### config.mk
export PLATFORM = sky130hd
export DESIGN_NAME = wp_guard
export DESIGN_NICKNAME = d
export VERILOG_FILES = /design/src/rtl/wp_pkg.sv /design/src/rtl/wp_cmd_decode.sv /design/src/rtl/wp_timer.sv /design/src/rtl/wp_flag_bank.sv /design/src/rtl/wp_guard.sv
export SDC_FILE = /design/constraint.sdc
export NUM_CORES = 1
export LEC_CHECK = 0
export CORE_UTILIZATION = 51
export DETAILED_ROUTE_END_ITERATION = 7
export GPL_ROUTABILITY_DRIVEN = 0
export PLACE_DENSITY = 0.72
export SLEW_MARGIN = 5
export SYNTH_ARGS = -nofsm -noshare
export SYNTH_HDL_FRONTEND = slang
export SYNTH_SLANG_ARGS = --single-unit
### constraint.sdc
create_clock -name clk -period 3.4 [get_ports clk]
set_input_delay 0.68 -clock clk [delete_from_list [all_inputs] [get_ports clk]]
set_output_delay 0.68 -clock clk [all_outputs]
set_load 0.01 [all_outputs]
### src/rtl/wp_pkg.sv
package wp_pkg;

  typedef enum logic [2:0] {
    ST_IDLE,
    ST_PFX1,
    ST_PFX2,
    ST_OFF3,
    ST_OFF4,
    ST_OFF5,
    ST_LOAD,
    ST_BUSY
  } wp_state_e;

  typedef enum logic [1:0] {
    ACT_NONE,
    ACT_SET,
    ACT_CLR
  } wp_act_e;

  // Decoded command byte matches of one write cycle
  typedef struct packed {
    logic aa_hi;
    logic h55_lo;
    logic a0_hi;
    logic h80_hi;
    logic h20_hi;
  } wp_hit_t;

  localparam logic [16:0] CMD_ADR_HI = 17'h05555;
  localparam logic [16:0] CMD_ADR_LO = 17'h02AAA;
  localparam logic [7:0]  CMD_B_AA   = 8'hAA;
  localparam logic [7:0]  CMD_B_55   = 8'h55;
  localparam logic [7:0]  CMD_B_A0   = 8'hA0;
  localparam logic [7:0]  CMD_B_80   = 8'h80;
  localparam logic [7:0]  CMD_B_20   = 8'h20;

endpackage

### src/rtl/wp_cmd_decode.sv
module wp_cmd_decode
  import wp_pkg::*;
#(
  parameter int IN_W = 17
) (
  input  logic [IN_W-1:0] in_addr,
  input  logic [7:0]      data,
  output wp_hit_t         hit
);

  logic at_hi, at_lo;

  always_comb begin
    at_hi = (in_addr == IN_W'(CMD_ADR_HI));
    at_lo = (in_addr == IN_W'(CMD_ADR_LO));
    hit.aa_hi  = at_hi && (data == CMD_B_AA);
    hit.h55_lo = at_lo && (data == CMD_B_55);
    hit.a0_hi  = at_hi && (data == CMD_B_A0);
    hit.h80_hi = at_hi && (data == CMD_B_80);
    hit.h20_hi = at_hi && (data == CMD_B_20);
  end

endmodule

### src/rtl/wp_timer.sv
module wp_timer #(
  parameter int CW = 20
) (
  input  logic          clk,
  input  logic          rst,
  input  logic          load,
  input  logic [CW-1:0] load_val,
  output logic          zero
);

  logic [CW-1:0] cnt_q;

  always_ff @(posedge clk) begin
    if (rst)                cnt_q <= '0;
    else if (load)          cnt_q <= load_val;
    else if (cnt_q != '0)   cnt_q <= cnt_q - 1'b1;
  end

  assign zero = (cnt_q == '0);

endmodule

### src/rtl/wp_flag_bank.sv
module wp_flag_bank #(
  parameter int NBLK = 4,
  parameter int BW   = 2
) (
  input  logic            clk,
  input  logic            upd,
  input  logic [BW-1:0]   upd_blk,
  input  logic            upd_val,
  output logic [NBLK-1:0] flags
);

  // Power-up value only; no reset input: models non-volatile cells
  for (genvar i = 0; i < NBLK; i++) begin : g_blk
    logic f_q = 1'b0;
    always_ff @(posedge clk) begin
      if (upd && (upd_blk == BW'(i))) f_q <= upd_val;
    end
    assign flags[i] = f_q;
  end

endmodule

### src/rtl/wp_guard.sv
module wp_guard
  import wp_pkg::*;
#(
  parameter int NBLK     = 4,
  parameter int IN_W     = 17,
  parameter int WIN_CYC  = 15000,
  parameter int BUSY_CYC = 1000000,
  parameter int LOAD_MAX = 128,
  localparam int BW      = (NBLK > 1) ? $clog2(NBLK) : 1,
  localparam int ADDR_W  = IN_W + BW
) (
  input  logic              clk,
  input  logic              rst,
  input  logic              wr_stb,
  input  logic              oe_act,
  input  logic [ADDR_W-1:0] wr_addr,
  input  logic [7:0]        wr_data,
  output logic              wr_allow,
  output logic              busy_start,
  output logic              busy,
  output logic [NBLK-1:0]   prot_flags
);

  localparam int TMAX = (WIN_CYC > BUSY_CYC) ? WIN_CYC : BUSY_CYC;
  localparam int CW   = $clog2(TMAX + 1);
  localparam int LW   = $clog2(LOAD_MAX + 1);

  wp_state_e st_q, st_n;
  wp_act_e   act_q, act_n;
  logic [BW-1:0] blk_q, blk_n, blk;
  logic [LW-1:0] cnt_q, cnt_n;
  logic [IN_W-1:0] ia;
  logic w, same, ord;
  logic allow_n, bstart_n;
  logic t_load, t_zero;
  logic [CW-1:0] t_val;
  logic upd;
  wp_hit_t hit;

  assign w    = wr_stb && !oe_act;
  assign blk  = wr_addr[ADDR_W-1:IN_W];
  assign ia   = wr_addr[IN_W-1:0];
  assign same = (blk == blk_q);

  wp_cmd_decode #(.IN_W(IN_W)) u_dec (
    .in_addr (ia),
    .data    (wr_data),
    .hit     (hit)
  );

  wp_timer #(.CW(CW)) u_tmr (
    .clk      (clk),
    .rst      (rst),
    .load     (t_load),
    .load_val (t_val),
    .zero     (t_zero)
  );

  wp_flag_bank #(.NBLK(NBLK), .BW(BW)) u_flags (
    .clk     (clk),
    .upd     (upd && !rst),
    .upd_blk (blk_q),
    .upd_val (act_q == ACT_SET),
    .flags   (prot_flags)
  );

  always_comb begin
    st_n     = st_q;
    act_n    = act_q;
    blk_n    = blk_q;
    cnt_n    = cnt_q;
    allow_n  = 1'b0;
    bstart_n = 1'b0;
    t_load   = 1'b0;
    t_val    = '0;
    upd      = 1'b0;
    ord      = 1'b0;

    unique case (st_q)
      ST_IDLE: if (w) ord = 1'b1;
      ST_PFX1: if (w) begin
        if (same && hit.h55_lo) st_n = ST_PFX2;
        else                    ord  = 1'b1;
      end
      ST_PFX2: if (w) begin
        if (same && hit.a0_hi) begin
          st_n   = ST_LOAD;
          act_n  = ACT_SET;
          cnt_n  = '0;
          t_load = 1'b1;
          t_val  = CW'(WIN_CYC - 1);
        end else if (same && hit.h80_hi) begin
          st_n = ST_OFF3;
        end else begin
          ord = 1'b1;
        end
      end
      ST_OFF3: if (w) begin
        if (same && hit.aa_hi) st_n = ST_OFF4;
        else                   ord  = 1'b1;
      end
      ST_OFF4: if (w) begin
        if (same && hit.h55_lo) st_n = ST_OFF5;
        else                    ord  = 1'b1;
      end
      ST_OFF5: if (w) begin
        if (same && hit.h20_hi) begin
          st_n   = ST_LOAD;
          act_n  = ACT_CLR;
          cnt_n  = '0;
          t_load = 1'b1;
          t_val  = CW'(WIN_CYC - 1);
        end else begin
          ord = 1'b1;
        end
      end
      ST_LOAD: begin
        if (w && same) begin
          allow_n = 1'b1;
          cnt_n   = cnt_q + 1'b1;
          t_load  = 1'b1;
          if (cnt_q + 1'b1 == LW'(LOAD_MAX)) begin
            st_n     = ST_BUSY;
            bstart_n = 1'b1;
            t_val    = CW'(BUSY_CYC - 1);
          end else begin
            t_val = CW'(WIN_CYC - 1);
          end
        end else if (t_zero) begin
          st_n     = ST_BUSY;
          bstart_n = 1'b1;
          t_load   = 1'b1;
          t_val    = CW'(BUSY_CYC - 1);
        end
      end
      ST_BUSY: if (t_zero) begin
        st_n  = ST_IDLE;
        upd   = (act_q != ACT_NONE);
        act_n = ACT_NONE;
      end
      default: st_n = ST_IDLE;
    endcase

    // Idle judgement, also used when a sequence is broken
    if (ord) begin
      blk_n = blk;
      act_n = ACT_NONE;
      if (hit.aa_hi) begin
        st_n = ST_PFX1;
      end else if (prot_flags[blk]) begin
        st_n     = ST_BUSY;
        bstart_n = 1'b1;
        t_load   = 1'b1;
        t_val    = CW'(BUSY_CYC - 1);
      end else begin
        allow_n = 1'b1;
        cnt_n   = LW'(1);
        t_load  = 1'b1;
        if (LOAD_MAX == 1) begin
          st_n     = ST_BUSY;
          bstart_n = 1'b1;
          t_val    = CW'(BUSY_CYC - 1);
        end else begin
          st_n  = ST_LOAD;
          t_val = CW'(WIN_CYC - 1);
        end
      end
    end
  end

  always_ff @(posedge clk) begin
    if (rst) begin
      st_q       <= ST_IDLE;
      act_q      <= ACT_NONE;
      blk_q      <= '0;
      cnt_q      <= '0;
      wr_allow   <= 1'b0;
      busy_start <= 1'b0;
      busy       <= 1'b0;
    end else begin
      st_q       <= st_n;
      act_q      <= act_n;
      blk_q      <= blk_n;
      cnt_q      <= cnt_n;
      wr_allow   <= allow_n;
      busy_start <= bstart_n;
      busy       <= (st_n == ST_BUSY);
    end
  end

endmodule

==> flow_summary.json, run 1 <==
{
  "p_leak_nw": 1.15,
  "crit_chain": "clkdlybuf4s50_1 > xnor2_1 > nand3_2 > or4_1 > or2_1 > nor3b_1 > o21ai_0 > a21oi_1",
  "max_slew_margin": 0.462,
  "skew_ns": 0.00953,
  "fin_cells": 447,
  "grt_usage": 0.250,
  "tightestPinTransition_ns": 0.806,
  "io_pins": 38,
  "initial_core_util": 0.530,
  "rsz0062_at_grt": "false",
  "clock.fmax_mhz": 321,
  "dpl_cell_area_sq_mm": 0.00320,
  "cpMaxStageDelayCell": "or4_1",
  "grt_max_degree": 20,
  "cts_root_buf": "clkbuf_8",
  "synth-edff-count": 4,
  "placed_cells": 439,
  "n_antenna_cell": 0,
  "syn_area_sq_mm": 0.00272,
  "drtIter0Drc": 150,
  "antenna_found_initial": 0,
  "drt_pass1_iterations": 5,
  "cts_tree": "yes",
  "ys_warn_count": 0,
  "postRouteAntennaNets": 0,
  "cts_num_sinks": 42,
  "insertion_delay_ns": 0.29,
  "peakVddDrop_mv": 0.384,
  "syn_avg_cell_area_sq_um": 8.11,
  "cp.required_ns": 3.57,
  "hp-class": "flip-flop to flip-flop",
  "worst-setup-path-type": "input port to flip-flop",
  "num_vias": 2656,
  "endpoint_kind": "flip-flop",
  "place_hpwl_mm": 5.09,
  "startpoint_type": "input port",
  "cp_max_fo": 8,
  "coreArea_sq_mm": 0.00514,
  "drc": 0,
  "dieArea_sq_mm": 0.00564,
  "netlist_instances": 336,
  "numCtsBuffers": 5,
  "wl_per_cell_microns": 14.7,
  "final_nets": 410,
  "dieWidth_microns": 75.1,
  "synth-main-ff-cell": "dfxtp_1",
  "hold_viol": 0,
  "ys_ff_latch": 42,
  "grt_pass1_wl_mm": 10.9,
  "status": "finished clean",
  "crit_path_max_incr_delay_ns": 0.63,
  "wl_mm": 6.57,
  "maxCapViolations": 0,
  "gr-total-overflow": 0,
  "fin_crit_ns": 3.12,
  "syn_nets": 370,
  "ys_types": 63,
  "first_global_vias": 2345,
  "placementRows": 26,
  "cts_setup_buffers": 0,
  "h-tree-depth": 2,
  "stdcell_area_sq_mm": 0.00329,
  "yosysSeqAreaShare": 0.323,
  "die_h_microns": 75.1,
  "arrival_ns": 3.29,
  "drive_above_1_share": 0.0955,
  "async_flop_share": 0,
  "slew_viol_final": 0,
  "power_density_mw_per_mm2": 595,
  "clk_path_buf_depth": 2,
  "viasPerCell": 5.94,
  "finalSetupViolations": 0,
  "port_buffers": 37,
  "clkSlewWorstSetupHoldPaths_ns": 0.08,
  "syn_to_final_growth_pct": 20.7,
  "period_share": 0.917
}
==> placed cells by master, fill, tap and decap left out, drive strengths merged, types with 14 or more instances in the layout <==
master	count
dfxtp	38
nor2	37
clkdlybuf4s50	37
a21oi	33
nand2	28
nor3	15
nand3	14
or3	14
o21ai	14
==> layout make-up <==
type / instances / area, sq um
clock buffers: 6 / 72.6
clock inverters: 2 / 13.8
fillers: 486 / 1850
inverters: 6 / 22.5
multi-input cells: 273 / 1740
flip-flops and latches: 42 / 881
well taps: 70 / 87.6
repair buffers: 48 / 465
==> power breakdown <==
part           switching [W]  internal, W
clock network       0.000166     0.000145
registers           0.000148     0.000621
logic               0.000450     0.000425
==> through the flow <==
step / hold WS, ns / setup WS [ns] / setup TNS (ns) / power, W / util
2_1_floorplan: 0.446 / 0.759 / 0 / 0.00143 / -
3_3_place_gp: 0.485 / 0.00606 / 0 / 0.00164 / 0.622
3_5_place_dp: 0.471 / -0.0345 / -0.144 / 0.00164 / 0.622
4_1_cts: 0.482 / 0.264 / 0 / 0.00196 / 0.639
5_1_grt: 0.500 / 0.0671 / 0 / 0.00211 / 0.639
6_report: 0.478 / 0.284 / 0 / 0.00196 / 0.639
==> sequential cells by signal (all words and copies together) (netlist names) <==
register	flops
u_tmr.cnt_q	20
cnt_q	8
u_flags.g_blk.f_q	4
st_q	3
act_q	2
blk_q	2
busy	1
busy_start	1
wr_allow	1
==> layer usage <==
metal,wire length (microns),up-vias,global-route usage
met1,3160,1226,0.359
met4,97,0,0.0629
met5,0,-,0
met3,403,12,0.0509
met2,2910,94,0.382
li1,-,1324,-
==> synth_stat cells (2+ instances only) <==
cell type / number / area share
ha_1: 3 / 0.014
o41ai_1: 2 / 0.0064
nor4_2: 2 / 0.0092
or4_1: 4 / 0.011
nand3_1: 13 / 0.024
nand3b_1: 6 / 0.017
a21oi_1: 31 / 0.057
nor3_1: 13 / 0.024
nor4_1: 7 / 0.016
xnor2_1: 11 / 0.035
o21ai_1: 2 / 0.0037
inv_1: 6 / 0.0083
mux2i_1: 5 / 0.018
nor4bb_1: 4 / 0.015
nand4b_1: 3 / 0.0096
clkbuf_1: 8 / 0.011
and4bb_2: 2 / 0.0092
or3_1: 13 / 0.030
nor2b_1: 3 / 0.0069
a21boi_1: 2 / 0.0055
nor3b_1: 6 / 0.017
nor2_1: 37 / 0.051
xor2_1: 9 / 0.029
o21ai_0: 11 / 0.020
and3_1: 5 / 0.011
dfxtp_1: 38 / 0.28
buf_2: 2 / 0.0037
a211oi_1: 2 / 0.0055
nand2_1: 28 / 0.039
o22ai_1: 2 / 0.0046
nand4_1: 7 / 0.016
and2_1: 2 / 0.0046
and4b_1: 3 / 0.011
o21a_1: 2 / 0.0055
a21oi_2: 2 / 0.0064
o31ai_1: 4 / 0.011
nand2b_1: 3 / 0.0069
edfxtp_1: 4 / 0.044
buf_4: 4 / 0.011
nor4b_2: 2 / 0.011
==> timing repair <==
item	4_1_cts	5_1_grt
hold buffers	0	0
resized for setup	0	1
endpoints found under the setup margin	0	1
==> cells by family after synthesis <==
kind of cell               count (synthesis)  share of synthesized area
xor gates and xnor gates                  20                     0.0643
adders and majority gates                  3                     0.0138
and+or+nand+nor                          172                      0.372
AOI/OAI and AO/OA                         72                      0.166
DFF                                       42                      0.323
buffers and inverters                     21                     0.0381
muxes                                      6                     0.0225
==> worst max-delay path, delay by kind of cell <==
kind | cells | cell delay [ns]
AO/OA/AOI/OAI | 2 | 0.28
XOR/XNOR | 1 | 0.41
buffers and inverters | 1 | 0.50
AND/OR/NAND/NOR | 4 | 1.41
==> final timing paths <==
kind / start / endpoint / cells after the start / slack [ns]
min reg2reg: act_q[0] / act_q[0] / 2 / 0.48
max reg2reg: u_tmr.cnt_q[13] / u_flags.g_blk[0].f_q / 5 / 0.72
min: act_q[0] / act_q[0] / 2 / 0.48
max: wr_addr[18] / cnt_q[2] / 8 / 0.28
Note: power is estimated with default switching activity, not from simulation.
==> run 2, diff against run 1 <==
Clock period 3.4 ns to 3 ns, I/O delays scaled along.
==> run 2 against run 1 <==
Effect of this change: setup slack got worse by 0.27 ns; sequential share of layout area fell by 2.3 points; global-route usage rose by 1.6 points; die area did not move; via count rose by 5.7%; combinational power rose by 28%; first-iteration DRC count rose by 2.0%; critical path type unchanged.
==> flow_summary.json, run 2 (synthesis results as in run 1) <==
{
  "placed_cells": 469,
  "insertion_delay_ns": 0.29,
  "hold_viol": 0,
  "grt_use_met2": 0.421,
  "p_sw_frac": 0.393,
  "met1_usage": 0.368,
  "h-tree-depth": 2,
  "hold_end": "act_q[0]",
  "worst-setup-path-type": "input port to flip-flop",
  "wl_per_cell_microns": 15.4,
  "place_hpwl_mm": 5.55,
  "cp_max_fo": 5,
  "cp.required_ns": 3.18,
  "p_clk_frac": 0.155,
  "pwr-share-seq": 0.368,
  "min_path_cells": 2,
  "cts_tree": "yes",
  "grt_max_degree": 19,
  "p_leak_nw": 1.35,
  "p_sw_w": 0.000919,
  "max_slew_margin": 0.424,
  "rrSetupSlack_ns": 0.35,
  "finalSetupViolations": 0,
  "drc": 0,
  "ctsHoldBuffers": 0,
  "clk_path_buf_depth": 2,
  "drt_pass1_iterations": 6,
  "regToRegEndpoint": "busy",
  "arrival_ns": 3.16,
  "port_buffers": 37,
  "final_common_cell": "buf_4",
  "numCtsBuffers": 5,
  "hold_start": "act_q[0]",
  "clock.fmax_mhz": 335,
  "grt_usage": 0.266,
  "final_util": 0.699,
  "placementRows": 26,
  "largest-register": "u_tmr.cnt_q",
  "first_global_vias": 2509,
  "power.internal_w": 0.00142,
  "period_share": 0.995,
  "antenna_found_initial": 0,
  "cts_num_sinks": 42,
  "gr-total-overflow": 0,
  "final_nets": 442,
  "largest_reg_flops": 20,
  "p_comb_frac": 0.477,
  "ff2ff_path_depth": 8,
  "slew_viol_final": 0,
  "status": "finished clean",
  "num_vias": 2807,
  "most-common-layout-cells": "buf_4 (42), dfxtp_1 (38), nor2_1 (37)",
  "reg_top3": "u_tmr.cnt_q x20, cnt_q x8, u_flags.g_blk.f_q x4",
  "peakVddDrop_mv": 0.354,
  "maxCapViolations": 0,
  "grt_use_met3": 0.0549,
  "viasPerCell": 5.86,
  "n_antenna_cell": 0,
  "dieArea_sq_mm": 0.00564,
  "grt_pass1_wl_mm": 11.6,
  "clkSlewWorstSetupHoldPaths_ns": 0.08,
  "die_h_microns": 75.1,
  "postRouteAntennaNets": 0,
  "skew_ns": 0.00731,
  "fin_cells": 479,
  "tightestPinTransition_ns": 0.862,
  "drive_above_1_share": 0.178,
  "power_density_mw_per_mm2": 651,
  "reg2reg_from": "u_tmr.cnt_q[13]",
  "fin_crit_ns": 2.98,
  "drtIter0Drc": 153,
  "coreArea_sq_mm": 0.00514,
  "startpoint_type": "input port",
  "endpoint_kind": "flip-flop",
  "grt_busiest_layer": "met2",
  "cts_root_buf": "clkbuf_8",
  "hp-class": "flip-flop to flip-flop",
  "syn_to_final_growth_pct": 31.8,
  "dieWidth_microns": 75.1,
  "initial_core_util": 0.530,
  "io_pins": 38,
  "wl_mm": 7.39
}
run 2: changes by cell type in the layout (fill, tap and decap cells not counted), sizes merged:
cell | previous run | this run
buf | 11 | 43
dlymetal6s2s | 0 | 1
clkdlybuf4s50 | 37 | 36
run 2: area by class of cell:
class	count	area [sq um]
Multi-Input combinational cell	273	1810
Fill cell	464	1550
Sequential cell	42	881
Timing Repair Buffer	80	708
Tap cell	70	87.6
Clock buffer	6	72.6
Inverter	6	22.5
Clock inverter	2	13.8
run 2: metrics by stage:
stage	hold slack [ns]	worst slack, ns	power (W)	instance area (sq um)	TNS (ns)
after CTS	0.492	0.115	0.00231	3510	0
after floorplan	0.446	0.439	0.00162	2720	0
after global routing	0.512	-0.0495	0.00250	3590	-0.109
after detailed placement	0.480	-0.191	0.00194	3420	-3.75
after global placement	0.465	-0.153	0.00192	3420	-3.24
final	0.487	0.0164	0.00234	3590	0
run 2: routing by layer:
metal	up-vias	wire (microns)	part of all wire
met5	-	0	0
met1	1304	3470	0.47
met4	0	140	0.019
met3	17	416	0.056
met2	100	3360	0.45
li1	1386	-	-
run 2: worst max-delay path, cell delays in order:
cell	delay, ns
clkdlybuf4s50_1	0.49
nor3b_1	0.33
nand4_1	0.14
buf_4	0.18
or4_1	0.59
nor2_1	0.12
a211oi_1	0.06
a211o_1	0.30
nor3_1	0.30
nor2_1	0.07
run 2: power groups by stage:
stage,combinational (W),sequential [W],clock [W]
after CTS,0.00108,0.000857,0.000369
after global placement,0.00105,0.000864,0
after global routing,0.00123,0.000884,0.000386
final,0.00112,0.000860,0.000362
after floorplan,0.000795,0.000822,0
after detailed placement,0.00107,0.000868,0
run 2: worst max-delay path by stage:
| stage | startpoint | to | slack (ns) | depth (start not counted) |
|---|---|---|---|---|
| 6_report | wr_addr[2] | st_q[0] | 0.02 | 10 |
| 5_1_grt | wr_addr[9] | u_tmr.cnt_q[3] | -0.05 | 10 |
| 4_1_cts | wr_addr[17] | cnt_q[2] | 0.12 | 8 |
| 3_5_place_dp | wr_addr[17] | cnt_q[2] | -0.19 | 8 |
| 3_3_place_gp | wr_addr[0] | st_q[0] | -0.15 | 9 |
| 2_1_floorplan | wr_data[7] | u_tmr.cnt_q[14] | 0.44 | 10 |
run 2: timing repair:
action	4_1_cts	5_1_grt
endpoints found under the setup margin	0	28
setup buffers	0	2
resized for setup	0	10
==> run 3, diff against run 2 <==
Settings changed: CORE_MARGIN from default to 2.
Clock period 3 ns to 3.7 ns, I/O delays scaled along.
==> run 3 against run 2 <==
Effect of this change: critical path depth stayed put; non-clock buffer count down 37; design area is 10% lower; clock-buffer cell count unchanged; via count decreased by 6.9%; clock power is 20% lower; global-route usage shrank 4.0 points; setup slack better by 0.36 ns; utilization shrank 7.0 points; register-to-register slack improved by 0.63 ns; sequential cell count unchanged.
==> flow_summary.json, run 3 (synthesis results as in run 1) <==
{
  "hold_viol": 0,
  "cpMaxStageDelayCell": "clkdlybuf4s50_1",
  "largest_reg_flops": 20,
  "postRouteAntennaNets": 0,
  "final_util": 0.629,
  "port_buffers": 37,
  "wl_per_cell_microns": 15.0,
  "most-common-layout-cells": "dfxtp_1 (38), nor2_1 (37), clkdlybuf4s50_1 (37)",
  "max_slew_margin": 0.457,
  "grt_pass1_wl_mm": 11.0,
  "grt_max_degree": 20,
  "grt_usage": 0.226,
  "finalSetupViolations": 0,
  "power_density_mw_per_mm2": 552,
  "fin_ws_ns": 0.372,
  "drc": 0,
  "drtIter0Drc": 109,
  "first_global_vias": 2406,
  "power.total_w": 0.00178,
  "cts_setup_buffers": 0,
  "syn_to_final_growth_pct": 18.6,
  "largest-register": "u_tmr.cnt_q",
  "crit_path_max_incr_delay_ns": 0.50,
  "p_leak_nw": 1.13,
  "numCtsBuffers": 5,
  "crit_chain": "clkdlybuf4s50_1 > xnor2_1 > nand3_2 > o31ai_1 > o31ai_1 > o21ai_2 > a21oi_2 > o41ai_2 > buf_4 > a21oi_1",
  "rsz0062_at_grt": "false",
  "tightestPinTransition_ns": 0.813,
  "insertion_delay_ns": 0.30,
  "reg_top3": "u_tmr.cnt_q x20, cnt_q x8, u_flags.g_blk.f_q x4",
  "dieWidth_microns": 77.1,
  "initial_core_util": 0.530,
  "cp.required_ns": 3.86,
  "crit_path_frequent_cell": "o31ai_1",
  "antenna_found_initial": 0,
  "clock.fmax_mhz": 300,
  "skew_ns": 0.0117,
  "num_vias": 2612,
  "clkSlewWorstSetupHoldPaths_ns": 0.08,
  "io_pins": 38,
  "place_hpwl_mm": 5.00,
  "period_share": 0.900,
  "worst-setup-path-type": "input port to flip-flop",
  "status": "finished clean",
  "fin_crit_ns": 3.33,
  "final_nets": 405,
  "ff2ff_path_depth": 9,
  "wl_mm": 6.62,
  "place_ws_ns": 0.137,
  "hold_start": "act_q[0]",
  "reg2reg_from": "blk_q[0]",
  "n_antenna_cell": 0,
  "endpoint_kind": "flip-flop",
  "drt_pass1_iterations": 4,
  "multi_input_area_sq_mm": 0.00174,
  "startpoint": "wr_addr[18]",
  "tns_ns": 0,
  "fill_cells": 489,
  "cts_root_buf": "clkbuf_8",
  "die_h_microns": 77.1,
  "cts.repair.resized": 0,
  "placementRows": 26,
  "viasPerCell": 5.91,
  "cp_max_fo": 17,
  "ctsHoldBuffers": 0,
  "slew_viol_final": 0,
  "cts_tree": "yes",
  "h-tree-depth": 2,
  "drive_above_1_share": 0.0806,
  "peakVddDrop_mv": 0.279,
  "arrival_ns": 3.49,
  "dieArea_sq_mm": 0.00594,
  "startpoint_type": "input port",
  "final_common_cell": "dfxtp_1",
  "hp-class": "flip-flop to flip-flop",
  "min_path_cells": 2,
  "cts_num_sinks": 42,
  "rrSetupSlack_ns": 0.98,
  "maxCapViolations": 0,
  "gr-total-overflow": 0,
  "clk_path_buf_depth": 2,
  "area.sequential_sq_um": 881,
  "coreArea_sq_mm": 0.00514
}
[run 3: cell types whose count changed in the layout (fill, tap and decap cells not counted), sizes merged]
cell / previous run / this run
buf: 43 / 6
clkdlybuf4s50: 36 / 37
dlymetal6s2s: 1 / 0
[run 3: critical path, delay by kind of cell]
kind	cells	cell delay [ns]
simple gates	1	0.24
buf+inv	2	0.73
xor+xnor	1	0.42
compound gates	6	1.36
[run 3: layout make-up]
cell class	instances	share of cell area
Clock buffer	6	0.0225
Clock inverter	2	0.00426
Inverter	6	0.00697
Multi-Input combinational cell	273	0.538
Sequential cell	42	0.273
Tap cell	70	0.0271
Timing Repair Buffer	43	0.129
[run 3: worst paths after layout]
check / to
worst max-delay path: u_tmr.cnt_q[17]
worst min-delay path: act_q[0]
worst max register to register: u_tmr.cnt_q[17]
worst min register to register: act_q[0]
[run 3: through the flow]
| step | area, sq um | cells | hold slack, ns |
|---|---|---|---|
| 2_1_floorplan | 2720 | 336 | 0.446 |
| 3_3_place_gp | 3150 | 434 | 0.473 |
| 3_5_place_dp | 3150 | 434 | 0.485 |
| 4_1_cts | 3230 | 442 | 0.498 |
| 5_1_grt | 3230 | 442 | 0.509 |
| 6_report | 3230 | 442 | 0.495 |
[run 3: routing by layer]
layer  global-route usage  up-vias  wire length (microns)
met4               0.0786        0                     88
li1                     -     1312                      -
met3               0.0494        9                    321
met5                    0        -                      0
met2                0.356       66                   2970
met1                0.307     1225                   3240
[run 3: power breakdown]
part           leakage (nW)  internal [W]  switching, W
registers             0.357      0.000571      0.000137
clock network        0.0452      0.000133      0.000155
logic                 0.724      0.000373      0.000416
